**src/rtl/pci_enum_pkg.sv**
```systemverilog
package pci_enum_pkg;

  localparam logic [7:0]  OFS_ID    = 8'h00;
  localparam logic [7:0]  OFS_CLASS = 8'h08;
  localparam logic [7:0]  OFS_HDR   = 8'h0C;
  localparam logic [7:0]  OFS_BAR0  = 8'h10;
  localparam logic [7:0]  OFS_IRQ   = 8'h3C;
  localparam logic [15:0] NO_VENDOR = 16'hFFFF;
  localparam logic [31:0] ALL_ONES  = 32'hFFFF_FFFF;
  localparam logic [7:0]  IRQ_MAX   = 8'd31;

  typedef enum logic [3:0] {
    ST_IDLE,
    ST_VID,
    ST_HDR,
    ST_CLS,
    ST_BAR_SAVE,
    ST_BAR_ONES,
    ST_BAR_MASK,
    ST_BAR_RESTORE,
    ST_IRQ,
    ST_NEXT
  } scan_state_e;

endpackage

```
**src/rtl/pci_enum_slot_ctr.sv**
```systemverilog
module pci_enum_slot_ctr #(
  parameter int BUS_W = 8,
  parameter int DEV_W = 5
) (
  input  logic             clk,
  input  logic             rst,
  input  logic             clr_i,
  input  logic             step_i,
  output logic [BUS_W-1:0] bus_o,
  output logic [DEV_W-1:0] dev_o,
  output logic             last_o
);
  localparam int IDX_W = BUS_W + DEV_W;

  logic [IDX_W-1:0] idx_q;

  always_ff @(posedge clk) begin
    if (rst || clr_i) idx_q <= '0;
    else if (step_i)  idx_q <= idx_q + 1'b1;
  end

  assign {bus_o, dev_o} = idx_q;
  assign last_o         = &idx_q;

  // each step moves to the next slot in bus-major order
  a_r2_slot_step: assert property (@(posedge clk) disable iff (rst)
    (step_i && !clr_i && !last_o) |=> ({bus_o, dev_o} == $past(idx_q) + 1'b1));

endmodule

```
**src/rtl/pci_enum_bar_decode.sv**
```systemverilog
module pci_enum_bar_decode (
  input  logic [31:0] orig_i,
  input  logic [31:0] mask_i,
  output logic        ok_o,
  output logic        io_o,
  output logic [31:0] base_o,
  output logic [31:0] size_o
);
  import pci_enum_pkg::*;

  logic [31:0] orig_eff;
  logic [31:0] keep;
  logic        impl;

  always_comb begin
    orig_eff = (orig_i == ALL_ONES) ? '0 : orig_i;
    impl     = (mask_i != '0) && (mask_i != ALL_ONES);
    keep     = orig_eff[0] ? 32'hFFFF_FFFC : 32'hFFFF_FFF0;
    ok_o     = impl;
    io_o     = impl && orig_eff[0];
    base_o   = impl ? (orig_eff & keep) : '0;
    size_o   = impl ? (~(mask_i & keep) + 32'd1) : '0;
  end

endmodule

```
**src/rtl/pci_enum_bar_bank.sv**
```systemverilog
module pci_enum_bar_bank #(
  parameter int NUM_BARS = 6,
  parameter int IDX_W    = 3
) (
  input  logic                  clk,
  input  logic                  rst,
  input  logic                  clr_i,
  input  logic                  wr_i,
  input  logic [IDX_W-1:0]      idx_i,
  input  logic [31:0]           orig_i,
  input  logic [31:0]           mask_i,
  output logic [32*NUM_BARS-1:0] base_o,
  output logic [32*NUM_BARS-1:0] size_o,
  output logic [NUM_BARS-1:0]   ok_o,
  output logic [NUM_BARS-1:0]   io_o
);
  logic        dec_ok;
  logic        dec_io;
  logic [31:0] dec_base;
  logic [31:0] dec_size;

  pci_enum_bar_decode u_dec (
    .orig_i (orig_i),
    .mask_i (mask_i),
    .ok_o   (dec_ok),
    .io_o   (dec_io),
    .base_o (dec_base),
    .size_o (dec_size)
  );

  for (genvar g = 0; g < NUM_BARS; g++) begin : g_slot
    always_ff @(posedge clk) begin
      if (rst || clr_i) begin
        base_o[32*g +: 32] <= '0;
        size_o[32*g +: 32] <= '0;
        ok_o[g]            <= 1'b0;
        io_o[g]            <= 1'b0;
      end else if (wr_i && (idx_i == IDX_W'(g))) begin
        base_o[32*g +: 32] <= dec_base;
        size_o[32*g +: 32] <= dec_size;
        ok_o[g]            <= dec_ok;
        io_o[g]            <= dec_io;
      end
    end

    // a valid entry always carries a non-zero size, an invalid one is empty
    a_r8_entry_shape: assert property (@(posedge clk) disable iff (rst)
      ok_o[g] ? (size_o[32*g +: 32] != '0) : ((size_o[32*g +: 32] == '0) && !io_o[g]));
  end

endmodule

```
**src/rtl/pci_enum_scanner.sv**
```systemverilog
module pci_enum_scanner #(
  parameter int BUS_W    = 8,
  parameter int DEV_W    = 5,
  parameter int NUM_BARS = 6
) (
  input  logic                   clk,
  input  logic                   rst,
  input  logic                   start_i,
  output logic                   busy_o,
  output logic                   done_o,
  output logic                   cfg_req_o,
  output logic                   cfg_we_o,
  output logic [BUS_W-1:0]       cfg_bus_o,
  output logic [DEV_W-1:0]       cfg_dev_o,
  output logic [2:0]             cfg_fn_o,
  output logic [7:0]             cfg_reg_o,
  output logic [31:0]            cfg_wdata_o,
  input  logic                   cfg_rsp_i,
  input  logic [31:0]            cfg_rdata_i,
  output logic                   rec_valid_o,
  output logic [BUS_W-1:0]       rec_bus_o,
  output logic [DEV_W-1:0]       rec_dev_o,
  output logic [15:0]            rec_vendor_o,
  output logic [15:0]            rec_device_o,
  output logic [23:0]            rec_class_o,
  output logic [7:0]             rec_rev_o,
  output logic [7:0]             rec_hdr_o,
  output logic                   rec_multi_o,
  output logic [7:0]             rec_irq_o,
  output logic [32*NUM_BARS-1:0] rec_bar_base_o,
  output logic [32*NUM_BARS-1:0] rec_bar_size_o,
  output logic [NUM_BARS-1:0]    rec_bar_ok_o,
  output logic [NUM_BARS-1:0]    rec_bar_io_o
);
  import pci_enum_pkg::*;

  localparam int BAR_IW = (NUM_BARS > 1) ? $clog2(NUM_BARS) : 1;
  localparam logic [BAR_IW-1:0] BAR_LAST = BAR_IW'(NUM_BARS - 1);

  scan_state_e       state_q;
  logic              req_q, we_q, busy_q, done_q, rec_valid_q;
  logic [7:0]        reg_q;
  logic [31:0]       wdata_q;
  logic [BAR_IW-1:0] bar_idx_q;
  logic [31:0]       orig_q;
  logic [15:0]       vendor_q, device_q;
  logic [7:0]        hdr_q, rev_q;
  logic [23:0]       class_q;

  logic              slot_clr, slot_step, slot_last;
  logic [BUS_W-1:0]  slot_bus;
  logic [DEV_W-1:0]  slot_dev;

  logic              rsp_fire, bank_clr, bank_wr, rec_load;
  logic              nxt_we;
  logic [7:0]        nxt_reg;
  logic [31:0]       nxt_wdata;
  logic [7:0]        irq_byte, irq_ok;

  logic [32*NUM_BARS-1:0] bank_base, bank_size;
  logic [NUM_BARS-1:0]    bank_ok, bank_io;

  // ---------------- slot counter ----------------
  assign slot_clr  = (state_q == ST_IDLE) && start_i;
  assign slot_step = (state_q == ST_NEXT) && !slot_last;

  pci_enum_slot_ctr #(.BUS_W(BUS_W), .DEV_W(DEV_W)) u_slot (
    .clk    (clk),
    .rst    (rst),
    .clr_i  (slot_clr),
    .step_i (slot_step),
    .bus_o  (slot_bus),
    .dev_o  (slot_dev),
    .last_o (slot_last)
  );

  // ---------------- request attributes per state ----------------
  always_comb begin
    nxt_we    = 1'b0;
    nxt_reg   = OFS_ID;
    nxt_wdata = '0;
    unique case (state_q)
      ST_HDR:         nxt_reg = OFS_HDR;
      ST_CLS:         nxt_reg = OFS_CLASS;
      ST_BAR_SAVE,
      ST_BAR_MASK:    nxt_reg = OFS_BAR0 + (8'(bar_idx_q) << 2);
      ST_BAR_ONES: begin
        nxt_reg   = OFS_BAR0 + (8'(bar_idx_q) << 2);
        nxt_we    = 1'b1;
        nxt_wdata = ALL_ONES;
      end
      ST_BAR_RESTORE: begin
        nxt_reg   = OFS_BAR0 + (8'(bar_idx_q) << 2);
        nxt_we    = 1'b1;
        nxt_wdata = orig_q;
      end
      ST_IRQ:         nxt_reg = OFS_IRQ;
      default:        nxt_reg = OFS_ID;
    endcase
  end

  assign rsp_fire = req_q && cfg_rsp_i;
  assign bank_clr = rsp_fire && (state_q == ST_VID);
  assign bank_wr  = rsp_fire && (state_q == ST_BAR_MASK);
  assign rec_load = rsp_fire && (state_q == ST_IRQ);

  assign irq_byte = cfg_rdata_i[7:0];
  assign irq_ok   = ((irq_byte != 8'd0) && (irq_byte <= IRQ_MAX)) ? irq_byte : 8'd0;

  // ---------------- sequencer ----------------
  always_ff @(posedge clk) begin
    if (rst) begin
      state_q   <= ST_IDLE;
      req_q     <= 1'b0;
      we_q      <= 1'b0;
      reg_q     <= '0;
      wdata_q   <= '0;
      busy_q    <= 1'b0;
      done_q    <= 1'b0;
      bar_idx_q <= '0;
    end else begin
      done_q <= 1'b0;
      unique case (state_q)
        ST_IDLE: begin
          if (start_i) begin
            busy_q  <= 1'b1;
            state_q <= ST_VID;
          end
        end
        ST_NEXT: begin
          if (slot_last) begin
            busy_q  <= 1'b0;
            done_q  <= 1'b1;
            state_q <= ST_IDLE;
          end else begin
            state_q <= ST_VID;
          end
        end
        default: begin
          if (!req_q) begin
            req_q   <= 1'b1;
            we_q    <= nxt_we;
            reg_q   <= nxt_reg;
            wdata_q <= nxt_wdata;
          end else if (cfg_rsp_i) begin
            req_q <= 1'b0;
            unique case (state_q)
              ST_VID:      state_q <= (cfg_rdata_i[15:0] == NO_VENDOR) ? ST_NEXT : ST_HDR;
              ST_HDR:      state_q <= ST_CLS;
              ST_CLS: begin
                bar_idx_q <= '0;
                state_q   <= ST_BAR_SAVE;
              end
              ST_BAR_SAVE: state_q <= ST_BAR_ONES;
              ST_BAR_ONES: state_q <= ST_BAR_MASK;
              ST_BAR_MASK: state_q <= ST_BAR_RESTORE;
              ST_BAR_RESTORE: begin
                if (bar_idx_q == BAR_LAST) begin
                  state_q <= ST_IRQ;
                end else begin
                  bar_idx_q <= bar_idx_q + 1'b1;
                  state_q   <= ST_BAR_SAVE;
                end
              end
              default:     state_q <= ST_NEXT;
            endcase
          end
        end
      endcase
    end
  end

  // ---------------- captured device fields ----------------
  always_ff @(posedge clk) begin
    if (rst) begin
      vendor_q <= '0;
      device_q <= '0;
      hdr_q    <= '0;
      class_q  <= '0;
      rev_q    <= '0;
      orig_q   <= '0;
    end else if (rsp_fire) begin
      if (state_q == ST_VID) begin
        vendor_q <= cfg_rdata_i[15:0];
        device_q <= cfg_rdata_i[31:16];
      end
      if (state_q == ST_HDR)      hdr_q  <= cfg_rdata_i[23:16];
      if (state_q == ST_CLS) begin
        class_q <= cfg_rdata_i[31:8];
        rev_q   <= cfg_rdata_i[7:0];
      end
      if (state_q == ST_BAR_SAVE) orig_q <= cfg_rdata_i;
    end
  end

  pci_enum_bar_bank #(.NUM_BARS(NUM_BARS), .IDX_W(BAR_IW)) u_bank (
    .clk    (clk),
    .rst    (rst),
    .clr_i  (bank_clr),
    .wr_i   (bank_wr),
    .idx_i  (bar_idx_q),
    .orig_i (orig_q),
    .mask_i (cfg_rdata_i),
    .base_o (bank_base),
    .size_o (bank_size),
    .ok_o   (bank_ok),
    .io_o   (bank_io)
  );

  // ---------------- output record ----------------
  always_ff @(posedge clk) begin
    if (rst) begin
      rec_valid_q    <= 1'b0;
      rec_bus_o      <= '0;
      rec_dev_o      <= '0;
      rec_vendor_o   <= '0;
      rec_device_o   <= '0;
      rec_class_o    <= '0;
      rec_rev_o      <= '0;
      rec_hdr_o      <= '0;
      rec_multi_o    <= 1'b0;
      rec_irq_o      <= '0;
      rec_bar_base_o <= '0;
      rec_bar_size_o <= '0;
      rec_bar_ok_o   <= '0;
      rec_bar_io_o   <= '0;
    end else begin
      rec_valid_q <= rec_load;
      if (rec_load) begin
        rec_bus_o      <= slot_bus;
        rec_dev_o      <= slot_dev;
        rec_vendor_o   <= vendor_q;
        rec_device_o   <= device_q;
        rec_class_o    <= class_q;
        rec_rev_o      <= rev_q;
        rec_hdr_o      <= hdr_q;
        rec_multi_o    <= hdr_q[7];
        rec_irq_o      <= irq_ok;
        rec_bar_base_o <= bank_base;
        rec_bar_size_o <= bank_size;
        rec_bar_ok_o   <= bank_ok;
        rec_bar_io_o   <= bank_io;
      end
    end
  end

  assign busy_o      = busy_q;
  assign done_o      = done_q;
  assign rec_valid_o = rec_valid_q;
  assign cfg_req_o   = req_q;
  assign cfg_we_o    = we_q;
  assign cfg_reg_o   = reg_q;
  assign cfg_wdata_o = wdata_q;
  assign cfg_bus_o   = slot_bus;
  assign cfg_dev_o   = slot_dev;
  assign cfg_fn_o    = 3'd0;

  // ---------------- assertions ----------------
  // a pending request is held unchanged until its response
  a_r3_req_hold: assert property (@(posedge clk) disable iff (rst)
    (cfg_req_o && !cfg_rsp_i) |=> (cfg_req_o && $stable(cfg_reg_o) && $stable(cfg_we_o)
      && $stable(cfg_wdata_o) && $stable(cfg_bus_o) && $stable(cfg_dev_o)));

  // the request drops right after being answered
  a_r3_req_drop: assert property (@(posedge clk) disable iff (rst)
    (cfg_req_o && cfg_rsp_i) |=> !cfg_req_o);

  // writes only ever target a BAR dword
  a_r7_write_bar_only: assert property (@(posedge clk) disable iff (rst)
    (cfg_req_o && cfg_we_o) |-> ((cfg_reg_o >= OFS_BAR0) && (cfg_reg_o < OFS_BAR0 + 8'(4*NUM_BARS))
      && (cfg_reg_o[1:0] == 2'b00)));

  // no record for an empty slot
  a_r4_no_empty_record: assert property (@(posedge clk) disable iff (rst)
    rec_valid_o |-> (rec_vendor_o != NO_VENDOR));

  // reported interrupt line is within 0..31
  a_r9_irq_range: assert property (@(posedge clk) disable iff (rst)
    rec_valid_o |-> (rec_irq_o <= IRQ_MAX));

  // done and record strobes last a single cycle
  a_r10_done_pulse: assert property (@(posedge clk) disable iff (rst)
    done_o |=> !done_o);
  a_r10_rec_pulse: assert property (@(posedge clk) disable iff (rst)
    rec_valid_o |=> !rec_valid_o);

  // start during a scan does not move the slot pointer back
  a_r11_start_ignored: assert property (@(posedge clk) disable iff (rst)
    (busy_o && start_i && (state_q != ST_NEXT)) |=> ($stable(cfg_bus_o) && $stable(cfg_dev_o)));

endmodule

```
**config.mk**
```make
export PLATFORM = sky130hd
export DESIGN_NAME = pci_enum_scanner
export DESIGN_NICKNAME = d
export VERILOG_FILES = /design/src/rtl/pci_enum_pkg.sv /design/src/rtl/pci_enum_slot_ctr.sv /design/src/rtl/pci_enum_bar_decode.sv /design/src/rtl/pci_enum_bar_bank.sv /design/src/rtl/pci_enum_scanner.sv
export SDC_FILE = /design/constraint.sdc
export NUM_CORES = 2
export LEC_CHECK = 0
export BUFFER_PORTS_ARGS = -buffer_cell sky130_fd_sc_hd__clkbuf_2
export CAP_MARGIN = 25
export CELL_PAD_IN_SITES_DETAIL_PLACEMENT = 0
export CELL_PAD_IN_SITES_GLOBAL_PLACEMENT = 1
export CORE_UTILIZATION = 40
export CTS_CLUSTER_DIAMETER = 40
export DETAILED_ROUTE_END_ITERATION = 16
export GPL_ROUTABILITY_DRIVEN = 0
export PLACE_DENSITY_LB_ADDON = 0.3
export SLEW_MARGIN = 30
export SYNTH_ARGS = -nofsm -noshare
export SYNTH_HDL_FRONTEND = slang
export SYNTH_SLANG_ARGS = --single-unit
```
**constraint.sdc**
```tcl
create_clock -name clk -period 6.4 [get_ports clk]
set_input_delay 0.32 -clock clk [delete_from_list [all_inputs] [get_ports clk]]
set_output_delay 0.32 -clock clk [all_outputs]
set_load 0.02 [all_outputs]
```
==> Word level (Yosys, flattened, before mapping) <==
Index checks and enable logic that the tools add are counted.
{ "totals": {"latchBits": 0, "n_memories": 0, "word_cells": 147, "inputBits": 36, "mem_bits_ro": 0, "ram_bits": 0, "regBits": 1055, "out_inout_bits": 551} }
{ "classes": {"n_eq_ne": 20, "addsub": 4, "mux": 24, "n_lt_le_gt_ge": 1, "mul": 0, "n_div": 0, "n_reduce_logical": 39, "shift": 0, "bitwise_logic": 6} }
{ "op_table": {"columns": ["op", "n"], "rows": [
  ["2-to-1 mux 32 bit", 3],
  ["bitwise AND 32 bit", 2],
  ["one-hot mux 32 bit (2 select lines)", 1],
  ["adder 32 x 1 -> 32 bit (second input constant)", 1],
  ["== test 32 bit (second input constant)", 1],
  ["inequality test 32 bit (second input constant)", 1],
  ["inverter 32 bit", 1],
  ["nonzero test 32 bit", 1],
  ["one-hot mux 4 bit (7 select lines)", 1],
  ["2-to-1 mux 4 bit", 6],
  ["one-hot mux 6 bit (4 select lines)", 1],
  ["== test 16 bit (second input constant)", 1],
  ["== test 4 x 3 -> 1 bit (second input constant)", 4],
  ["logical AND 1 bit", 15],
  ["adder 13 x 1 -> 13 bit (second input constant)", 1],
  ["AND reduction 13 bit", 1],
  ["AND reduction 2 bit", 5],
  ["== test 4 x 2 -> 1 bit (second input constant)", 2],
  ["== test 4 bit (second input constant)", 2],
  ["less-or-equal comparator 8 x 5 -> 1 bit (second input constant)", 1],
  ["2-to-1 mux 8 bit", 1],
  ["one-hot mux 4 bit (2 select lines)", 1],
  ["nonzero test 8 bit", 1],
  ["2-to-1 mux 1 bit", 7],
  ["21 further kinds", 33]
]} }

==> Logic depth before layout (Yosys ltp) <==
{ "logic_depth": {"word_depth": 7, "depth_mapped": 13, "mapped_depth_nobuf": 12} }

==> Cells and area by module <==
Synthesis repeated with hierarchy kept, for this count alone.
{ "unflattened": {"cells_unflattened": 4543, "area_unflattened_um2": 41098.2} }
{ "modules_own_cells": {"columns": ["mod", "cells_each", "area_each_um2", "n_inst", "seq_area_each_um2"], "rows": [
  ["pci_enum_scanner", 2824, 22369.0, 1, 12832.3],
  ["pci_enum_bar_bank", 1478, 17006.3, 1, 7927.6],
  ["pci_enum_bar_decode", 171, 1124.8, 1, 0.0],
  ["pci_enum_slot_ctr", 70, 598.1, 1, 260.2]
]} }

==> Worst setup path before layout <==
Ideal clock, no wire load.
{ "synth_timing": {"path_kind": "flip-flop to flip-flop", "start": "register orig_q[19]", "end": "register u_bank.size_o[90]", "arrival_ns": 3.111, "path_slack_ns": 3.218, "required_ns": 6.330, "synth_period_minus_slack_ns": 3.182, "n_path_buf": 1, "setup_ns": 0.070, "path_stages_with_launch": 14, "cell_sequence": "dfxtp_1 > buf_2 > nand4_1 > or4_1 > nor2_1 > nor2b_1 > nand2_1 > ha_1 > nor3b_2 > nand4_2 > o31ai_1 > nor4b_1 > nand2_1 > a21oi_1"} }
{ "synth_via": {"elab_chain_cells": 7} }
{ "synth_lines": {"columns": ["element", "line_no", "rtl"], "rows": [
  ["start, declared", "pci_enum_scanner.sv:45", "logic [31:0] orig_q;"],
  ["start signal, assigned", "pci_enum_scanner.sv:192", "if (state_q == ST_BAR_SAVE) orig_q <= cfg_rdata_i;"],
  ["== test 32 bit", "pci_enum_bar_decode.sv:16", "orig_eff = (orig_i == ALL_ONES) ? '0 : orig_i;"],
  ["2-to-1 mux 32 bit", "pci_enum_bar_decode.sv:16", null],
  ["2-to-1 mux 4 bit", "pci_enum_bar_decode.sv:18", "keep = orig_eff[0] ? 32'hFFFF_FFFC : 32'hFFFF_FFF0;"],
  ["bitwise AND 32 bit", "pci_enum_bar_decode.sv:22", "size_o = impl ? (~(mask_i & keep) + 32'd1) : '0;"],
  ["inverter 32 bit", "pci_enum_bar_decode.sv:22", null],
  ["adder 32 x 1 -> 32 bit", "pci_enum_bar_decode.sv:22", null],
  ["2-to-1 mux 32 bit", "pci_enum_bar_decode.sv:22", null],
  ["end signal, assigned by index", "pci_enum_bar_bank.sv:40", "size_o[32*g +: 32] <= dec_size;"],
  ["end, declared", "pci_enum_bar_bank.sv:13", "output logic [32*NUM_BARS-1:0] size_o,"]
]} }
Every way passes these cells.
A chain may end at the register's enable or synchronous reset.

==> Final worst setup path <==
{ "layout_timing": {"start": "register orig_q[18]", "end": "register u_bank.size_o[58]"} }
Same word-level chain as after synthesis.

==> results.toml <==
[timing]
fin_crit_ns = 4.29
maxSlewViolCount = 0
tightest_slew_ns = 1.03
fmax_mhz = 233
finClkSkew_ns = 0.0364
fin_tns_setup_ns = 0
rsz0062_at_grt = "no"
setup_viol = 0
relSlewSlack = 0.312
hold_viol = 0
setup_ws_ns = 2.11
post-route-period-util = 0.671

[pwr]
p_seq_frac = 0.415
p_comb_frac = 0.030
vdd_drop_max_mv = 0.296
clockPowerShare = 0.555
p_int_w = 0.0117
power_density_nw_per_um2 = 343
p_leak_nw = 16.2
p_switching_w = 0.00343
switching_share = 0.227
totalPowerFinal_w = 0.0151

[worst_setup_path]
start_kind = "flip-flop"
critical_path_arrival_ns = 4.97
critPathCaptureType = "flip-flop"
worstSetupPathType = "flip-flop to flip-flop"
required_ns = 7.08
cp_max_fo = 10
reg2reg_depth = 12
r2r_slack_ns = 2.11
worstReg2RegStart = "orig_q[18]"
r2r_end = "u_bank.size_o[58]"

[layout]
drive_gt1_frac = 0.188
mostFrequentLayoutCells = "nand2_1, dfxtp_1, a21oi_1"
syn2layout_area_growth_pct = 23.9
instances_no_fill = 6000
final_common_cell = "nand2_1"
design_area_sq_um = 44000
nNetsFinal = 4767

[routing]
remaining_drc_errors = 0
ant_nets = 0
drt-pass1-iter-count = 7
wl_per_cell_um = 22.1
via_per_inst = 5.32
num_vias = 31900
drtIter0Drc = 2985
drt-total-wl_mm = 133

[cts]
cts.htree.levels = 4
ctsResizeCount = 0
cts-root-buf = "clkbuf_16"
hold_buffers = 2
clock_path_buffers = 3
clkLatencyLatePin_ns = 0.74
cts_buffers = 146
clkSinkCount = 1002
post_cts.repair.setup_buffers = 0
cts_tree = "done"
path_clk_slew_ns = 0.06

[floorplanning]
die-area_sq_um = 90100
core_area_sq_um = 87400
initial_core_util = 0.407
die_y_um = 300
die_w_um = 300
rows = 108
io_pins = 587

[synthesis]
synth_ff_type = "dfxtp_1"
synth_enable_flop_cells = 0
yosys_warnings = 0
yosys_register_bits = 1002
syn_area_sq_um = 35600
ys_types = 56
syn-instance-count = 4341
synthArstFlopShare = 0
ys_seq_area_frac = 0.564
synth.avg_cell_area_sq_um = 8.19

[placed_design]
dpl-instance-area_sq_um = 38900
place_ws_ns = 2.20
dp_hpwl_mm = 86.4
port_buffers = 555
dpl.cell_count = 5729

[global_routing]
antenna_found_initial = 2
grt_start_max_net_pins = 202
grt_usage = 0.285
grt_pass1_vias = 29500
overflow = 0
grt_pass1_wl_mm = 192

[worst_hold_path]
worstHoldStart = "cfg_rdata_i[19]"
hold_depth = 3
whs_endpoint = "device_q[3]"
hp-class = "primary input to flip-flop"

[run]
cap_violations = 0

[run_status]
status = "finished clean"
per-layer routing:
layer | vias up | global-route usage | wire, um
met5 | - | 0 | 12
met1 | 15400 | 0.381 | 57400
met4 | 2 | 0.133 | 5580
met3 | 242 | 0.0683 | 10200
met2 | 1167 | 0.435 | 59500
li1 | 15100 | - | -
how the worst max path moves through the flow:
stage / startpoint / endpoint / slack, ns / cells past startpoint
floorplan: orig_q[19] / u_bank.size_o[90] / 3.22 / 13
global placement: orig_q[18] / u_bank.size_o[58] / 2.26 / 12
detailed placement: orig_q[18] / u_bank.size_o[90] / 2.20 / 12
CTS: orig_q[18] / u_bank.size_o[58] / 2.19 / 12
global route: orig_q[13] / u_bank.size_o[90] / 1.83 / 12
finish: orig_q[18] / u_bank.size_o[58] / 2.11 / 12
worst max-delay path: stages, from the launching register on:
cell,delay (ns)
dfxtp_1,0.64
nand4_1,0.15
or4_1,0.61
nor2_1,0.40
nor2b_1,0.14
nand2_1,0.09
ha_1,0.19
nor3b_2,0.36
nand4_2,0.33
o31ai_1,0.54
nor4b_1,0.53
nand2_1,0.11
a21oi_1,0.14
final cells by class:
class	instances	area, sq um
antenna	1	2.50
clock buffer	183	4050
clock inverter	85	1120
fill	8614	43400
inverter	11	41.3
multi-input combinational	2950	14000
sequential	1002	20100
tap	1155	1450
timing repair buffer	613	3340
through the flow:
step	hold slack, ns	utilization
2_1_floorplan	0.425	-
3_3_place_gp	0.434	0.444
3_5_place_dp	0.441	0.444
4_1_cts	0.00250	0.504
5_1_grt	0.0579	0.504
6_report	0.0233	0.504
power groups by stage:
stage               registers (W)  clock network, W  logic, W
finish                    0.00627           0.00837  0.000454
global route              0.00627           0.00879  0.000478
CTS                       0.00627           0.00849  0.000449
detailed placement        0.00640                 0  0.000445
global placement          0.00640                 0  0.000452
floorplan                 0.00640                 0  0.000267
flip-flops by register name, indices dropped and copies added (netlist names), 16 cells and up:
register	flops
rec_class_o	24
device_q	16
u_bank.size_o	180
rec_bar_size_o	180
orig_q	32
rec_vendor_o	16
rec_bar_base_o	180
cfg_wdata_o	32
u_bank.base_o	180
class_q	24
vendor_q	16
rec_device_o	16
Yosys cell counts, drive strengths merged (16+ instances only):
cell type	count	area share
buf	101	0.016
a21oi	748	0.11
nor2b	35	0.0062
nand2	1448	0.15
xnor2	16	0.0042
nor2	95	0.010
clkbuf	307	0.032
dfxtp	1002	0.56
nor4	20	0.0048
nand4	21	0.0039
o21ai	142	0.020
xor2	19	0.0047
nor3	57	0.0086
nand3	146	0.021
a32o	90	0.025
cell families after synthesis:
logic type,share of synthesized area
and+or+nand+nor,0.218
other,0.000105
adders and majority gates,0.00246
buffers and inverters,0.0499
DFF,0.564
muxes,0.00225
xor gates and xnor gates,0.00883
AOI/OAI and AO/OA,0.154
(Power assumes the default switching activity.)
